--- src/rtl/csr_legal_pkg.sv ---
package csr_legal_pkg;

   localparam int ADDR_W     = 12;
   localparam int XLEN       = 32;
   localparam int CTR_GROUPS = 3;
   localparam int TW_BIT     = 21;

   typedef enum logic [1:0] {
      ACC_NONE  = 2'b00,
      ACC_WRITE = 2'b01,
      ACC_SET   = 2'b10,
      ACC_CLEAR = 2'b11
   } csr_acc_e;

   // floating point
   localparam logic [ADDR_W-1:0] A_FP_FLAGS  = 12'h001;
   localparam logic [ADDR_W-1:0] A_FP_RMODE  = 12'h002;
   localparam logic [ADDR_W-1:0] A_FP_CTRL   = 12'h003;
   // machine setup and handling
   localparam logic [ADDR_W-1:0] A_STAT      = 12'h300;
   localparam logic [ADDR_W-1:0] A_ISA       = 12'h301;
   localparam logic [ADDR_W-1:0] A_IRQ_EN    = 12'h304;
   localparam logic [ADDR_W-1:0] A_VECTOR    = 12'h305;
   localparam logic [ADDR_W-1:0] A_CTR_EN    = 12'h306;
   localparam logic [ADDR_W-1:0] A_ENV_LO    = 12'h30A;
   localparam logic [ADDR_W-1:0] A_STAT_HI   = 12'h310;
   localparam logic [ADDR_W-1:0] A_ENV_HI    = 12'h31A;
   localparam logic [ADDR_W-1:0] A_SCRATCH   = 12'h340;
   localparam logic [ADDR_W-1:0] A_EXC_PC    = 12'h341;
   localparam logic [ADDR_W-1:0] A_CAUSE     = 12'h342;
   localparam logic [ADDR_W-1:0] A_BAD_VAL   = 12'h343;
   localparam logic [ADDR_W-1:0] A_IRQ_PEND  = 12'h344;
   localparam logic [ADDR_W-1:0] A_PROT_CFG  = 12'h3A0;
   localparam logic [ADDR_W-1:0] A_PROT_ADR  = 12'h3B0;
   // machine counters
   localparam logic [ADDR_W-1:0] A_M_CYC_LO  = 12'hB00;
   localparam logic [ADDR_W-1:0] A_M_RET_LO  = 12'hB02;
   localparam logic [ADDR_W-1:0] A_M_CYC_HI  = 12'hB80;
   localparam logic [ADDR_W-1:0] A_M_RET_HI  = 12'hB82;
   // user counters
   localparam logic [ADDR_W-1:0] A_U_CYC_LO  = 12'hC00;
   localparam logic [ADDR_W-1:0] A_U_TIM_LO  = 12'hC01;
   localparam logic [ADDR_W-1:0] A_U_RET_LO  = 12'hC02;
   localparam logic [ADDR_W-1:0] A_U_CYC_HI  = 12'hC80;
   localparam logic [ADDR_W-1:0] A_U_TIM_HI  = 12'hC81;
   localparam logic [ADDR_W-1:0] A_U_RET_HI  = 12'hC82;
   // identification
   localparam logic [ADDR_W-1:0] A_ID_VENDOR = 12'hF11;
   localparam logic [ADDR_W-1:0] A_ID_ARCH   = 12'hF12;
   localparam logic [ADDR_W-1:0] A_ID_IMPL   = 12'hF13;
   localparam logic [ADDR_W-1:0] A_ID_HART   = 12'hF14;

   // a set/clear with x0 as source changes nothing and counts as a read
   function automatic logic acc_modifies(csr_acc_e kind, logic src_zero);
      case (kind)
         ACC_WRITE:           acc_modifies = 1'b1;
         ACC_SET, ACC_CLEAR:  acc_modifies = !src_zero;
         default:             acc_modifies = 1'b0;
      endcase
   endfunction

endpackage

--- src/rtl/csr_addr_decode.sv ---
module csr_addr_decode
   import csr_legal_pkg::*;
#(
   parameter bit USER_EN     = 1'b1,
   parameter bit FP_EN       = 1'b1,
   parameter bit TIME_EN     = 1'b1,
   parameter int PMP_REGIONS = 8,
   parameter int CNT_WIDTH   = 64
) (
   input  logic [ADDR_W-1:0] addr_i,
   output logic              impl_o,
   output logic              silent_o,
   output logic              ctr_user_o,
   output logic [1:0]        ctr_sel_o
);

   localparam int PMP_CFG_REGS = (PMP_REGIONS + 3) / 4;
   localparam bit LO_ZERO      = (CNT_WIDTH == 0);
   localparam bit HI_ZERO      = (CNT_WIDTH <= 32);

   logic pmp_hit;
   logic lo_silent;
   logic hi_silent;

   // parameter range checks
   if (PMP_REGIONS < 0 || PMP_REGIONS > 64) begin : g_bad_pmp
      $error("PMP_REGIONS must lie in 0..64");
   end
   if (CNT_WIDTH < 0 || CNT_WIDTH > 64) begin : g_bad_cnt
      $error("CNT_WIDTH must lie in 0..64");
   end

   // protection register window
   if (PMP_REGIONS == 0) begin : g_pmp_none
      assign pmp_hit = 1'b0;
   end else begin : g_pmp
      localparam logic [ADDR_W-1:0] CFG_END = A_PROT_CFG + ADDR_W'(PMP_CFG_REGS);
      localparam logic [ADDR_W-1:0] ADR_END = A_PROT_ADR + ADDR_W'(PMP_REGIONS);
      logic cfg_hit;
      logic adr_hit;
      assign cfg_hit = (addr_i >= A_PROT_CFG) && (addr_i < CFG_END);
      assign adr_hit = (addr_i >= A_PROT_ADR) && (addr_i < ADR_END);
      assign pmp_hit = cfg_hit | adr_hit;
   end

   // counter width variants
   if (LO_ZERO) begin : g_cnt_none
      assign lo_silent = 1'b1;
      assign hi_silent = 1'b1;
   end else if (HI_ZERO) begin : g_cnt_small
      assign lo_silent = 1'b0;
      assign hi_silent = 1'b1;
   end else begin : g_cnt_full
      assign lo_silent = 1'b0;
      assign hi_silent = 1'b0;
   end

   always_comb begin
      impl_o     = 1'b0;
      silent_o   = 1'b0;
      ctr_user_o = 1'b0;
      case (addr_i)
         A_ISA, A_BAD_VAL, A_IRQ_PEND: begin
            impl_o   = 1'b1;
            silent_o = 1'b1;
         end
         A_STAT, A_IRQ_EN, A_VECTOR, A_STAT_HI,
         A_SCRATCH, A_EXC_PC, A_CAUSE,
         A_ID_VENDOR, A_ID_ARCH, A_ID_IMPL, A_ID_HART: begin
            impl_o = 1'b1;
         end
         A_CTR_EN: begin
            impl_o = USER_EN;
         end
         A_ENV_LO, A_ENV_HI: begin
            impl_o   = USER_EN;
            silent_o = USER_EN;
         end
         A_FP_FLAGS, A_FP_RMODE, A_FP_CTRL: begin
            impl_o = FP_EN;
         end
         A_M_CYC_LO, A_M_RET_LO: begin
            impl_o   = 1'b1;
            silent_o = lo_silent;
         end
         A_M_CYC_HI, A_M_RET_HI: begin
            impl_o   = 1'b1;
            silent_o = hi_silent;
         end
         A_U_CYC_LO, A_U_RET_LO, A_U_CYC_HI, A_U_RET_HI: begin
            impl_o     = 1'b1;
            ctr_user_o = 1'b1;
         end
         A_U_TIM_LO, A_U_TIM_HI: begin
            impl_o     = TIME_EN;
            ctr_user_o = TIME_EN;
         end
         default: begin
            impl_o = pmp_hit;
         end
      endcase
   end

   assign ctr_sel_o = addr_i[1:0];

endmodule

--- src/rtl/csr_priv_gate.sv ---
module csr_priv_gate
   import csr_legal_pkg::*;
#(
   parameter int GROUPS = CTR_GROUPS
) (
   input  logic              mach_i,
   input  logic [1:0]        priv_field_i,
   input  logic              ctr_user_i,
   input  logic [1:0]        ctr_sel_i,
   input  logic [GROUPS-1:0] ctr_en_i,
   input  logic              wfi_i,
   input  logic              tw_i,
   output logic              deny_o,
   output logic              wfi_trap_o
);

   if (GROUPS < 1 || GROUPS > 4) begin : g_bad_groups
      $error("GROUPS must lie in 1..4");
   end

   logic [GROUPS-1:0] grp_ok;
   logic              ctr_ok;
   logic              field_deny;

   for (genvar g = 0; g < GROUPS; g++) begin : g_grp
      assign grp_ok[g] = ctr_en_i[g] && (ctr_sel_i == 2'(g));
   end

   assign ctr_ok     = |grp_ok;
   assign field_deny = (priv_field_i != 2'b00);

   always_comb begin
      deny_o = 1'b0;
      if (!mach_i) begin
         if (field_deny)
            deny_o = 1'b1;
         else if (ctr_user_i && !ctr_ok)
            deny_o = 1'b1;
      end
   end

   assign wfi_trap_o = wfi_i && !mach_i && tw_i;

endmodule

--- src/rtl/csr_legal_check.sv ---
module csr_legal_check
   import csr_legal_pkg::*;
#(
   parameter bit USER_EN     = 1'b1,
   parameter bit FP_EN       = 1'b1,
   parameter bit TIME_EN     = 1'b1,
   parameter int PMP_REGIONS = 8,
   parameter int CNT_WIDTH   = 64
) (
   input  logic        mach_i,
   input  logic [11:0] csr_addr_i,
   input  logic [1:0]  acc_op_i,
   input  logic        src_zero_i,
   input  logic        wfi_i,
   input  logic [31:0] cnt_en_i,
   input  logic [31:0] status_i,
   output logic        illegal_o,
   output logic        wr_ignore_o
);

   csr_acc_e   kind;
   logic       active;
   logic       modifies;
   logic       ro_space;
   logic       impl;
   logic       silent;
   logic       ctr_user;
   logic [1:0] ctr_sel;
   logic       deny;
   logic       wfi_trap;
   logic       csr_bad;
   logic       unused_bits;

   assign kind     = csr_acc_e'(acc_op_i);
   assign active   = (kind != ACC_NONE);
   assign modifies = acc_modifies(kind, src_zero_i);
   assign ro_space = (csr_addr_i[11:10] == 2'b11);

   csr_addr_decode #(
      .USER_EN     (USER_EN),
      .FP_EN       (FP_EN),
      .TIME_EN     (TIME_EN),
      .PMP_REGIONS (PMP_REGIONS),
      .CNT_WIDTH   (CNT_WIDTH)
   ) u_decode (
      .addr_i     (csr_addr_i),
      .impl_o     (impl),
      .silent_o   (silent),
      .ctr_user_o (ctr_user),
      .ctr_sel_o  (ctr_sel)
   );

   csr_priv_gate #(
      .GROUPS (CTR_GROUPS)
   ) u_gate (
      .mach_i       (mach_i),
      .priv_field_i (csr_addr_i[9:8]),
      .ctr_user_i   (ctr_user),
      .ctr_sel_i    (ctr_sel),
      .ctr_en_i     (cnt_en_i[CTR_GROUPS-1:0]),
      .wfi_i        (wfi_i),
      .tw_i         (status_i[TW_BIT]),
      .deny_o       (deny),
      .wfi_trap_o   (wfi_trap)
   );

   assign csr_bad     = active && (!impl || deny || (modifies && ro_space));
   assign illegal_o   = csr_bad || wfi_trap;
   assign wr_ignore_o = active && modifies && silent && !illegal_o;

   // counter-enable bits above the groups read as zero; other status bits are not consulted
   assign unused_bits = ^{cnt_en_i[31:CTR_GROUPS], status_i[31:TW_BIT+1], status_i[TW_BIT-1:0]};

endmodule

--- config.mk ---
export PLATFORM = sky130hd
export DESIGN_NAME = csr_legal_check
export DESIGN_NICKNAME = d
export VERILOG_FILES = /design/src/rtl/csr_legal_pkg.sv /design/src/rtl/csr_addr_decode.sv /design/src/rtl/csr_priv_gate.sv /design/src/rtl/csr_legal_check.sv
export SDC_FILE = /design/constraint.sdc
export NUM_CORES = 1
export LEC_CHECK = 0
export ABC_AREA = 1
export ABC_CLOCK_PERIOD_IN_PS = 1300
export BUFFER_PORTS_ARGS = -buffer_cell sky130_fd_sc_hd__buf_2
export CORE_MARGIN = 1
export CORE_UTILIZATION = 28
export DETAILED_ROUTE_END_ITERATION = 10
export PLACE_DENSITY = 0.88
export SETUP_SLACK_MARGIN = 0.5
export SYNTH_ARGS = -nofsm -noshare
export SYNTH_HDL_FRONTEND = slang
export SYNTH_SLANG_ARGS = --single-unit
export TNS_END_PERCENT = 100
--- constraint.sdc ---
create_clock -name vclk -period 1.3
set_input_delay 0.26 -clock vclk [all_inputs]
set_output_delay 0.26 -clock vclk [all_outputs]
set_load 0.005 [all_outputs]
==> results.txt <==
The library cell used most frequently in the layout, excluding fill and tap cells, is nand2_1. The maximum ir drop on the vdd rail is 0.000107 V. The xor and xnor area share after synthesis is 0%. The reported max-cap violation count came out at 0. The number of nets in the synthesized netlist came out at ~190. The final period demand of the worst path came out at about 1600 ps.

Of the total synthesized cell area, the portion taken by AND, OR, NAND and NOR gates is approximately three quarters. The area fraction in compound gates after synthesis is under 10%. The clock share of power is 0%.

The starting density of the core came out at a little under a third. Averaged over all synthesized cells, the footprint is between 4 and 5 sq um. The checks that failed: negative setup slack. Cell internal power was estimated by the tool at 95.4 uW. The maximum fanout encountered on the critical timing path is 5.

The startpoint-to-endpoint class of the critical path is input port to primary output. At the pin with the least slew margin, the transition time is roughly 170 ps. The congestion estimate from routability-driven global placement came to about 0.90.

The core box area came out at about 1500 sq um. Entering global routing, the biggest net connects 6 pins. The worst hold path class is input port to primary output. The number of warnings issued by yosys came out at 0. Together, buffers and inverters on the worst path number 4. Sequential cells account for 0% of the total power. From left edge to right edge, the die measures 42.9 um. In the layout the commonest cells are 25 x nand2_1, 16 x nor2_1, 15 x buf_2, 11 x buf_4. Cells with a size suffix above 1 make up about half of the layout. In this run, the number of DRC markers left after iteration 0 of detailed routing was 13. The number of clock buffer instances in the layout came out at 0. Setup repair after global routing could not meet its margin everywhere. The first-pass iteration count of the detailed router came out at 4.

83 I/O pins were placed. The post-synthesis sequential area ratio is 0%. The synthesized netlist occupies a cell area of 468 sq um.

Across all layers, the routed design uses approximately 740 vias. The number of max-slew violations in the final report is 0. Synthesis produced a netlist whose cell count is approximately 110. The detailed-route DRC error count came out at 0.

For this design the total switching power over the nets is ~110 uW. The setup-violating endpoint count in the final report came out at 2. The analysis attributes to cell leakage a power of about 0.00043 uW. The floorplan has 14 rows. The filler cell count is about 140. The antenna diode count is 0.

Net switching is 53.8% of the power. The overall track demand over capacity in global routing is between 10% and 20%. The utilization of the core after routing is a little under three fifths. The main combinational cell family by area after synthesis is simple AND/OR/NAND/NOR gates. STA classifies the critical path endpoint as a primary output.

The global-route wire length before repair is approximately 2.6 mm. The average wire per standard cell is approximately 9.4 um. The register area is 0 sq um. The HPWL after detailed placement came out at 1.17 mm. The final-report hold violation count is 0. The area taken by multi-input logic gates is approximately 500 sq um. For this run the aggregate overflow at the end of global routing stands at 0.

The worst-case headroom to the max-slew limit is between 80% and 90%. The fraction of the mapped netlist area in adder cells is 0%. The share of cell area taken by muxes after synthesis is 0%. The upper clock frequency limit is 0.634 GHz. The critical path required time came out at 1040 ps. The relative contribution of combinational cells to total power is 100.0%. The critical path goes through buf_12, inv_12, nand2_4, nor2_4, nand2_2, nand2_1, nand2_1, nand2_1, inv_1, nand3_2, nand2_1, nand2_1, nand2_2, nor2_2, buf_2. The die covers ~1800 sq um.

The area overhead of the layout relative to synthesis is 81.8%. STA classifies the critical path startpoint as an input port. During placement, the flow inserted port buffers numbering 23. The distinct cell type count after synthesis came out at 16. The delay contributed by the slowest stage of the critical path is roughly 150 ps. On the critical path the largest part of the delay comes from simple AND/OR/NAND/NOR gates. In this run the power density over the cells is roughly 240 nW/um^2.

The flow ran to the end, but the final reports show violations. The total wirelength of the detailed-routed design came out at between 1 and 1.5 mm. The number of hold buffers added after CTS is 0.

The worst path arrival time is 1320 ps. The portion of the clock cycle consumed by the worst path in the final layout came out at 121%. At the end of the flow, the number of nets in the layout was around 220. Setup slack on the critical path of the routed design comes to -277 ps. There are 0 flip-flops and latches. The vertical die dimension is 42.9 um. The number of antenna violations at the first check in global routing came to 0.

In this design, the critical path's most frequently occurring cell is nand2_1. The via count of the first global-routing pass came out at between 600 and 700. The setup TNS came out at -509 ps. The count of nets left with antenna violations after detail routing came out at 0. Using the TritonRoute via totals, the vias-per-cell ratio works out to ~4.8. The slowest stage of the critical path is the nor2_4 cell.
[cells in the mapped netlist]
library cell / n / area [sq um]
nand3b_1: 2 / 15.0
a21oi_2: 1 / 8.76
inv_1: 13 / 48.8
nand3_1: 10 / 50.1
nand2_1: 33 / 124
inv_2: 5 / 18.8
nor2_2: 3 / 18.8
nand3_2: 1 / 10.0
a21oi_1: 2 / 10.0
nor2_1: 26 / 97.6
a31oi_1: 1 / 6.26
o211ai_1: 1 / 7.51
o21ai_1: 2 / 10.0
nor2_4: 1 / 11.3
nand2_2: 4 / 25.0
nand4_1: 1 / 6.26
[worst min-delay path, stage by stage]
cell	delay (ps)
buf_2	80
nand3_1	70
nand2_2	70
buf_2	100
[power by group through the flow]
| stage | clock network, uW | logic, uW | registers (uW) |
|---|---|---|---|
| floorplan | 0 | 82.0 | 0 |
| global placement | 0 | 158 | 0 |
| detailed placement | 0 | 162 | 0 |
| CTS | 0 | 192 | 0 |
| global route | 0 | 227 | 0 |
| finish | 0 | 206 | 0 |
[through the flow]
stage / cells / area, sq um / hold slack, ps / total power (uW) / worst slack, ps
6_report: 154 / 851 / 850 / 206 / -277
5_1_grt: 154 / 851 / 874 / 227 / -382
4_1_cts: 153 / 803 / 861 / 192 / -253
3_5_place_dp: 153 / 711 / 860 / 162 / -355
3_3_place_gp: 153 / 711 / 853 / 158 / -306
2_1_floorplan: 106 / 515 / 656 / 82.0 / 0.190
[routing by layer]
layer,GRT usage [%],routed length [um],vias up
met5,0,0,-
li1,-,-,393
met3,0.851,79,2
met4,4.38,21,0
met1,21.3,623,314
met2,30.3,729,28
[layout make-up]
cell class	count	share of cell area, %
Multi-Input combinational cell	88	58.2
Tap cell	16	2.35
Inverter	18	11.5
Timing Repair Buffer	32	27.9
[repair_timing]
item / in CTS / in global routing
pin swaps: 14 / 9
buffers inserted: 0 / 1
resized for setup: 28 / 15
setup endpoints to repair: 2 / 2
[cell families after synthesis]
group,Yosys count
AND/OR/NAND/NOR,81
buffers and inverters,18
AO/OA/AOI/OAI,7
[path summary, 6_finish.rpt]
kind | cells after the start | slack (ps) | to | start
max | 15 | -280 | wr_ignore_o | csr_addr_i[10]
min | 4 | 850 | illegal_o | wfi_i
No activity file was read; power rests on OpenSTA's default activity.
